==> src/rtl/vid_depack_pkg.sv <==
package vid_depack_pkg;

  localparam logic [7:0] OP_FS0  = 8'h10;
  localparam logic [7:0] OP_FS1  = 8'h11;
  localparam logic [7:0] OP_LS   = 8'h20;
  localparam logic [7:0] OP_LE   = 8'h21;
  localparam logic [7:0] OP_FE0  = 8'h40;
  localparam logic [7:0] OP_FE1  = 8'h41;

  typedef struct packed {
    logic valid;
    logic fs0;
    logic fs1;
    logic ls;
    logic le;
    logic fe0;
    logic fe1;
    logic payload;
  } ev_t;

endpackage

==> src/rtl/vid_depack_decode.sv <==
module vid_depack_decode
  import vid_depack_pkg::*;
#(
  parameter int DATA_W = 32,
  parameter logic [7:0] COMMA = 8'hBC,
  localparam int K_W = DATA_W / 8
) (
  input  logic [DATA_W-1:0] word_i,
  input  logic [K_W-1:0]    kflag_i,
  input  logic              valid_i,
  output ev_t               ev_o
);

  logic       is_cmd;
  logic [7:0] op;

  always_comb begin
    is_cmd = valid_i && (kflag_i == K_W'(1)) && (word_i[7:0] == COMMA);
    op     = word_i[15:8];
    ev_o         = '0;
    ev_o.valid   = valid_i;
    ev_o.payload = valid_i && !is_cmd;
    if (is_cmd) begin
      unique case (op)
        OP_FS0:  ev_o.fs0 = 1'b1;
        OP_FS1:  ev_o.fs1 = 1'b1;
        OP_LS:   ev_o.ls  = 1'b1;
        OP_LE:   ev_o.le  = 1'b1;
        OP_FE0:  ev_o.fe0 = 1'b1;
        OP_FE1:  ev_o.fe1 = 1'b1;
        default: ;  // filler and unknown opcodes: dropped
      endcase
    end
  end

endmodule

==> src/rtl/vid_depack_track.sv <==
module vid_depack_track
  import vid_depack_pkg::*;
#(
  parameter int DATA_W = 32,
  parameter int LINE_W = 16
) (
  input  logic              clk_i,
  input  logic              rst_ni,
  input  ev_t               ev_i,
  input  logic [DATA_W-1:0] word_i,
  output logic              take_o,
  output logic              vsync_o,
  output logic [LINE_W-1:0] line_num_o,
  output logic              line_err_o,
  output logic              seq_err_o
);

  logic              vsync_q, need_num_q, open_q, fe_pend_q, have_prev_q;
  logic [LINE_W-1:0] line_q;
  logic              line_err_q, seq_err_q;
  logic [LINE_W-1:0] num_in;

  assign num_in = word_i[LINE_W-1:0];
  assign take_o = ev_i.payload && open_q;

  always_ff @(posedge clk_i or negedge rst_ni) begin
    if (!rst_ni) begin
      vsync_q     <= 1'b0;
      need_num_q  <= 1'b0;
      open_q      <= 1'b0;
      fe_pend_q   <= 1'b0;
      have_prev_q <= 1'b0;
      line_q      <= '0;
      line_err_q  <= 1'b0;
      seq_err_q   <= 1'b0;
    end else begin
      line_err_q <= 1'b0;
      seq_err_q  <= 1'b0;
      if (ev_i.valid) begin
        fe_pend_q <= ev_i.fe0;
        if (ev_i.fs0) begin
          vsync_q     <= 1'b1;
          have_prev_q <= 1'b0;
        end
        if (ev_i.fs1) vsync_q <= 1'b0;
        if (ev_i.ls) begin
          line_err_q <= need_num_q | open_q;
          need_num_q <= 1'b1;
          open_q     <= 1'b0;
        end
        if (ev_i.le) begin
          need_num_q <= 1'b0;
          open_q     <= 1'b0;
        end
        if (ev_i.fe1 && fe_pend_q) begin
          need_num_q  <= 1'b0;
          open_q      <= 1'b0;
          have_prev_q <= 1'b0;
        end
        if (ev_i.payload && need_num_q) begin
          line_q      <= num_in;
          need_num_q  <= 1'b0;
          open_q      <= 1'b1;
          have_prev_q <= 1'b1;
          seq_err_q   <= have_prev_q && (num_in != line_q + LINE_W'(1));
        end
      end
    end
  end

  assign vsync_o    = vsync_q;
  assign line_num_o = line_q;
  assign line_err_o = line_err_q;
  assign seq_err_o  = seq_err_q;

  p_vsync_up_r2: assert property (@(posedge clk_i) disable iff (!rst_ni)
    ev_i.fs0 |=> vsync_o);
  p_vsync_down_r2: assert property (@(posedge clk_i) disable iff (!rst_ni)
    ev_i.fs1 |=> !vsync_o);
  p_line_err_src_r8: assert property (@(posedge clk_i) disable iff (!rst_ni)
    line_err_o |-> $past(ev_i.ls));
  p_seq_err_src_r9: assert property (@(posedge clk_i) disable iff (!rst_ni)
    seq_err_o |-> $past(ev_i.payload));

endmodule

==> src/rtl/vid_depack_unpack.sv <==
module vid_depack_unpack #(
  parameter int DATA_W = 32,
  localparam int PIX_W = DATA_W / 2
) (
  input  logic              clk_i,
  input  logic              rst_ni,
  input  logic              take_i,
  input  logic [DATA_W-1:0] data_i,
  output logic [PIX_W-1:0]  pix_o,
  output logic              de_o
);

  logic [PIX_W-1:0] pix_q, hi_q;
  logic             de_q, hi_pend_q;

  always_ff @(posedge clk_i or negedge rst_ni) begin
    if (!rst_ni) begin
      pix_q     <= '0;
      hi_q      <= '0;
      de_q      <= 1'b0;
      hi_pend_q <= 1'b0;
    end else if (take_i) begin
      pix_q     <= data_i[PIX_W-1:0];
      hi_q      <= data_i[DATA_W-1:PIX_W];
      de_q      <= 1'b1;
      hi_pend_q <= 1'b1;
    end else if (hi_pend_q) begin
      pix_q     <= hi_q;
      de_q      <= 1'b1;
      hi_pend_q <= 1'b0;
    end else begin
      de_q <= 1'b0;
    end
  end

  assign pix_o = pix_q;
  assign de_o  = de_q;

  p_low_first_r4: assert property (@(posedge clk_i) disable iff (!rst_ni)
    take_i |=> (de_o && pix_o == $past(data_i[PIX_W-1:0])));
  p_high_second_r4: assert property (@(posedge clk_i) disable iff (!rst_ni)
    take_i |=> ##1 (de_o && pix_o == $past(data_i[DATA_W-1:PIX_W], 2)));

endmodule

==> src/rtl/vid_depack.sv <==
module vid_depack
  import vid_depack_pkg::*;
#(
  parameter int DATA_W = 32,
  parameter int LINE_W = 16,
  parameter logic [7:0] COMMA = 8'hBC,
  localparam int K_W   = DATA_W / 8,
  localparam int PIX_W = DATA_W / 2
) (
  input  logic              clk_i,
  input  logic              rst_ni,
  input  logic [DATA_W-1:0] word_i,
  input  logic [K_W-1:0]    kflag_i,
  input  logic              valid_i,
  output logic [PIX_W-1:0]  pix_o,
  output logic              de_o,
  output logic              vsync_o,
  output logic [LINE_W-1:0] line_num_o,
  output logic              line_err_o,
  output logic              seq_err_o
);

  ev_t  ev;
  logic take;

  vid_depack_decode #(.DATA_W(DATA_W), .COMMA(COMMA)) u_decode (
    .word_i (word_i),
    .kflag_i(kflag_i),
    .valid_i(valid_i),
    .ev_o   (ev)
  );

  vid_depack_track #(.DATA_W(DATA_W), .LINE_W(LINE_W)) u_track (
    .clk_i     (clk_i),
    .rst_ni    (rst_ni),
    .ev_i      (ev),
    .word_i    (word_i),
    .take_o    (take),
    .vsync_o   (vsync_o),
    .line_num_o(line_num_o),
    .line_err_o(line_err_o),
    .seq_err_o (seq_err_o)
  );

  vid_depack_unpack #(.DATA_W(DATA_W)) u_unpack (
    .clk_i (clk_i),
    .rst_ni(rst_ni),
    .take_i(take),
    .data_i(word_i),
    .pix_o (pix_o),
    .de_o  (de_o)
  );

  // Input contract behind R4: two pixels out per word needs an idle cycle.
  p_word_spacing_r4: assert property (@(posedge clk_i) disable iff (!rst_ni)
    valid_i |=> !valid_i);

endmodule

==> config.mk <==
export PLATFORM = sky130hd
export DESIGN_NAME = vid_depack
export DESIGN_NICKNAME = d
export VERILOG_FILES = /design/src/rtl/vid_depack_pkg.sv /design/src/rtl/vid_depack_decode.sv /design/src/rtl/vid_depack_track.sv /design/src/rtl/vid_depack_unpack.sv /design/src/rtl/vid_depack.sv
export SDC_FILE = /design/constraint.sdc
export NUM_CORES = 1
export LEC_CHECK = 0
export CORE_UTILIZATION = 44
export CTS_CLUSTER_SIZE = 8
export DETAILED_ROUTE_END_ITERATION = 10
export PLACE_DENSITY_LB_ADDON = 0.3
export REMOVE_ABC_BUFFERS = 1
export SLEW_MARGIN = 5
export SYNTH_ARGS = -nofsm -noshare
export SYNTH_HDL_FRONTEND = slang
export SYNTH_SLANG_ARGS = --single-unit
export TNS_END_PERCENT = 10
==> constraint.sdc <==
create_clock -name clk_i -period 2 [get_ports clk_i]
set_input_delay 0.4 -clock clk_i [delete_from_list [all_inputs] [get_ports clk_i]]
set_output_delay 0.4 -clock clk_i [all_outputs]
set_load 0.02 [all_outputs]
==> results of run 1 <==
[Yosys cell counts]
cell type	number
and3_1	1
xor2_1	4
nand2_2	1
a2111oi_0	1
nor2b_1	2
mux2_1	7
and2_4	1
buf_2	6
mux2i_1	16
nand4_2	1
nand3_1	6
a32o_1	1
nand4_1	4
buf_4	5
a22o_1	1
and4_1	4
clkbuf_1	1
o21ai_0	5
a221o_1	1
xnor2_1	20
nor3_2	2
nand3b_1	2
a21oi_2	1
or2_2	1
nor2_1	24
ha_1	1
nor4bb_1	1
or4_1	2
a211o_1	1
o31ai_1	2
nor4_2	1
a31oi_1	2
inv_1	6
o211ai_1	1
nand3_4	1
nand2_1	15
dfrtp_1	57
nor3_1	6
nand2b_1	1
a21oi_1	18
mux2_2	24
nor4_1	3
[layer usage]
layer | global-route usage | vias to the layer above | wire length [um]
li1 | - | 1155 | -
met1 | 0.265 | 1153 | 3080
met2 | 0.344 | 75 | 3390
met3 | 0.0497 | 13 | 355
met4 | 0.108 | 0 | 146
met5 | 0 | - | 0
[kinds of logic (layout without fill, tap and decap cells)]
kind of cell / after synthesis / in the layout / share of synthesized area
AOI/OAI and AO/OA: 34 / 34 / 0.0710
xor gates and xnor gates: 24 / 24 / 0.0727
adders and majority gates: 1 / 1 / 0.00433
buffers and inverters: 18 / 138 / 0.0325
DFF: 57 / 57 / 0.493
muxes: 47 / 47 / 0.176
and+or+nand+nor: 79 / 79 / 0.150
[worst max-delay path, stage by stage]
cell and delay [ns]:
clkdlybuf4s50_1 0.45, or4_1 0.62, nor2_1 0.11, and4_1 0.23, mux2_2 0.34
[what timing repair did]
item | 4_1_cts | 5_1_grt
endpoints found under the hold margin | 4 | 0
setup endpoints to repair | 0 | 47
setup buffers | 0 | 4
hold buffers | 1 | 0
resized for setup | 0 | 12
[worst max-delay path by stage]
stage                                                  from                             to
after floorplan                                   word_i[1]   u_unpack.hi_q[0]$_DFFE_PN0P_
after global placement                           word_i[10]    u_track.vsync_o$_DFFE_PN0P_
after detailed placement                         kflag_i[0]  u_unpack.hi_q[14]$_DFFE_PN0P_
after CTS                 u_track.line_num_o[2]$_DFFE_PN0P_                  line_num_o[2]
after global routing                             kflag_i[0]     u_track.open_q$_DFFE_PN0P_
final                                            word_i[10]    u_track.vsync_o$_DFFE_PN0P_
[power by group]
part	total, mW	switching, mW	leakage (nW)	internal, mW
Clock	1.07	0.440	0.102	0.632
Sequential	1.15	0.000120	0.706	1.15
Combinational	0.197	0.0818	1.06	0.116
Total	2.42	0.522	1.87	1.90
[cell type report]
cell class | count | area (um^2)
clock buffer | 12 | 155
clock inverter | 3 | 40.0
fill | 479 | 2080
inverter | 6 | 22.5
multi-input combinational | 185 | 1400
sequential | 57 | 1430
tap | 77 | 96.3
timing repair buffer | 117 | 1130
==> results.cfg, run 1 <==
[status]
status = finished clean

[global_route]
grt_usage = 0.212
grt_overflow = 0
grt_pass1_vias = 2445
antenna_found_initial = 0
grt_max_degree = 22
grt_pass1_wl_mm = 11.4

[timing]
fin_ws_ns = 0.0768
finalCriticalPeriod_ns = 1.92
finalHoldViolations = 0
finalSetupTns_ns = 0
clock.fmax_mhz = 520
worst_pin_slew_ns = 0.439
max_slew_margin = 0.707
worst_hold_slack_ns = 0.494
finalClockSkew_ns = 0.00828
drv_slew = 0
setup_violations = 0
finalCritPeriodShare = 0.962

[setup_path]
critPathLaunchType = input pin
r2r_cells = 7
r2r-start = u_track.line_num_o[1]$_DFFE_PN0P_
reg2reg_to = u_track.seq_err_o$_DFF_PN0_
end_kind = flop
crit_type = in -> reg
cp.required_ns = 2.23
path_max_fanout = 3
worstPathArrival_ns = 2.15
r2r_slack_ns = 0.11

[clocking]
cts_tree = built
cts_root_buf = clkbuf_8
cts_buffers = 9
clk_latency_ns = 0.35
h-tree-depth = 3
clock_sinks = 57
clk_pin_slew_ns = 0.06
clockBufferDepth = 2

[routing]
wl_per_cell_um = 15.3
routed-via-count = 2396
ant_nets = 0
dr.first_iter.drc_count = 120
vias_per_cell = 5.24
drt-pass1-iter-count = 4
drcViolationCount = 0
drt-total-wl_mm = 6.98

[yosys]
synthTopCellsByArea = dfrtp_1, mux2_2, xnor2_1
syn-cell-area_um2 = 2890
synth_seq_area_share = 0.493
postSynthAreaPerCell_um2 = 11.1
synth.distinct_cells = 42
ys_seq_elements = 57
ys.warnings.count = 0
syn-instance-count = 260
yosysTopAreaCell = dfrtp_1
yosys.area.top_type_share = 0.493

[layout]
finish.utilization = 0.673
diodes = 0
instances_no_fill = 457
syn2layout_area_growth_pct = 47.8
final_cell_mix = clkdlybuf4s50_1, dfrtp_1, buf_4, nor2_1, mux2_2
fin_nets = 416
fin_area_um2 = 4270
final_common_cell = clkdlybuf4s50_1
drive_gt1_frac = 0.247

[hold_path]
min-delay-start = u_unpack.hi_q[1]$_DFFE_PN0P_
holdPathStages = 1
worstHoldEndpoint = u_unpack.hi_q[1]$_DFFE_PN0P_
hold_class = reg -> reg

[placement]
portBuffers = 74
place_area_um2 = 3960
place_inst = 437
place_ws_ns = -0.297
hpwlAfterDp_mm = 5.10
gp_congestion = 0.857

[die]
pin_count = 75
core_area_um2 = 6350
rows = 29
die_x_um = 83.1
die_y_um = 83.1
fp.dieArea_um2 = 6900
initial_core_util = 0.455

[power]
powerDensity_nw_per_um2 = 567
max-vdd-ir-drop_uv = 359
total_power_mw = 2.42
p_leak_nw = 1.87

[flow_run]
cap_violations = 0
No activity file was read; power rests on OpenSTA's default activity.
==> run 2, diff against run 1 <==
- CORE_MARGIN: default -> 2
- PLACE_DENSITY_LB_ADDON: 0.3 -> 0.2
==> run 2 against run 1 <==
Clock skew is 0.0020 ns lower. Combinational power hardly changed. Worst hold slack worse by 0.46 ns. Critical path type unchanged. Wire length is 2.7% higher. Global-route usage is 0.36 points lower. Final cell count is 0.44% lower. Sequential power hardly changed. Clock power is 9% higher. Sequential cell count stayed put. Total power is 4.1% higher.
==> results.cfg, run 2 (synthesis results as in run 1) <==
[layout]
fin_area_um2 = 4310
syn2layout_area_growth_pct = 49.2
final_cell_mix = clkdlybuf4s50_1, dfrtp_1, buf_4, nor2_1, mux2_2
final_common_cell = clkdlybuf4s50_1
diodes = 0
drive_gt1_frac = 0.257
nFillCells = 507
seqCellArea_um2 = 1430
finish.utilization = 0.679
multi_input_area_um2 = 1420
fin_nets = 413

[placement]
gp_congestion = 0.827
place_area_um2 = 3970
place_ws_ns = -0.462
portBuffers = 74
hpwlAfterDp_mm = 4.96

[routing]
drcViolationCount = 0
ant_nets = 0
drt-total-wl_mm = 7.17
vias_per_cell = 5.34
drt-pass1-iter-count = 4
routed-via-count = 2430
dr.first_iter.drc_count = 62
wl_per_cell_um = 15.7

[die]
rows = 29
pin_count = 75
initial_core_util = 0.455
fp.dieArea_um2 = 7240
die_x_um = 85.1
die_y_um = 85.1
core_area_um2 = 6350

[timing]
drv_slew = 0
setup_violations = 0
fin_ws_ns = 0.0633
max_slew_margin = 0.739
rsz0062_at_grt = true
clock.fmax_mhz = 516
worst_pin_slew_ns = 0.382
finalClockSkew_ns = 0.00628
finalCriticalPeriod_ns = 1.94
finalCritPeriodShare = 0.968
finalHoldViolations = 0

[global_route]
grt_usage = 0.208
grt_pass1_wl_mm = 11.7
antenna_found_initial = 0
grt_pass1_vias = 2493
grt_overflow = 0
grt_max_degree = 58

[power]
total_power_mw = 2.52
p_leak_nw = 1.88
max-vdd-ir-drop_uv = 660
powerDensity_nw_per_um2 = 585

[clocking]
clk_latency_ns = 0.35
clockBufferDepth = 2
cts_buffers = 9
cts_hold_buf = 0
cts_tree = built
cts_root_buf = clkbuf_8
clock_sinks = 57
clk_pin_slew_ns = 0.06
h-tree-depth = 3

[setup_path]
worstPathArrival_ns = 2.22
critPathLaunchType = input pin
end_kind = flop
path_max_fanout = 11
crit_type = in -> reg
cp.required_ns = 2.28

[flow_run]
cap_violations = 0

[hold_path]
hold_class = in -> async

[status]
status = finished clean
-- run 2: final cells by class --
type	instances	area share
inverters	6	0.00522
clock inverters	5	0.0186
flip-flops and latches	57	0.331
clock buffers	11	0.0305
well taps	77	0.0223
repair buffers	114	0.263
multi-input cells	185	0.330
-- run 2: report_power, final --
part	leakage, nW	switching, mW	internal, mW	total (mW)
sequential	0.706	0.000121	1.15	1.15
clock	0.0995	0.469	0.699	1.17
combinational	1.08	0.0838	0.116	0.200
total	1.88	0.553	1.97	2.52
-- run 2: per-stage QoR --
stage / setup TNS [ns] / cells / hold slack [ns]
6_report: 0 / 455 / 0.0314
5_1_grt: -0.142 / 455 / 0.0621
4_1_cts: 0 / 454 / 0.0487
3_5_place_dp: -20.23 / 436 / 0.424
3_3_place_gp: -16.31 / 436 / 0.426
2_1_floorplan: -0.859 / 248 / 0.104
-- run 2: final timing paths --
kind / from / depth (start not counted) / to / slack [ns]
max in group asynchronous: rst_ni / 2 / u_track.line_num_o[2]$_DFFE_PN0P_ / 1.68
hold / removal: rst_ni / 2 / u_unpack.hi_q[14]$_DFFE_PN0P_ / 0.03
setup reg to reg: u_track.line_num_o[1]$_DFFE_PN0P_ / 7 / u_track.seq_err_o$_DFF_PN0_ / 0.12
hold reg to reg: u_unpack.hi_q[11]$_DFFE_PN0P_ / 1 / u_unpack.hi_q[11]$_DFFE_PN0P_ / 0.50
setup / recovery: kflag_i[0] / 9 / u_unpack.pix_o[10]$_DFFE_PN0P_ / 0.06
min in group clk_i: u_unpack.hi_q[11]$_DFFE_PN0P_ / 1 / u_unpack.hi_q[11]$_DFFE_PN0P_ / 0.50
-- run 2: per-layer routing --
layer  up-vias  share of wire  global-route usage
met2        82           0.49               0.341
li1       1153              -                   -
met3        10          0.069              0.0652
met4         0          0.014              0.0837
met1      1185           0.42               0.257
met5         -              0                   0
-- run 2: repair_timing --
item	in CTS	in global routing
gates resized for setup	2	14
gates cloned	2	1
endpoints found under the setup margin	34	50
buffers inserted	0	0
pin swaps	2	4
-- run 2: critical path, stage by stage --
cell and delay, ns:
clkdlybuf4s50_1 0.46, nor4bb_4 0.30, nand4_1 0.18, and2_4 0.20, nand2_4 0.12, bufbuf_16 0.29
buf_4 0.12, nor2_1 0.03, a21oi_1 0.10
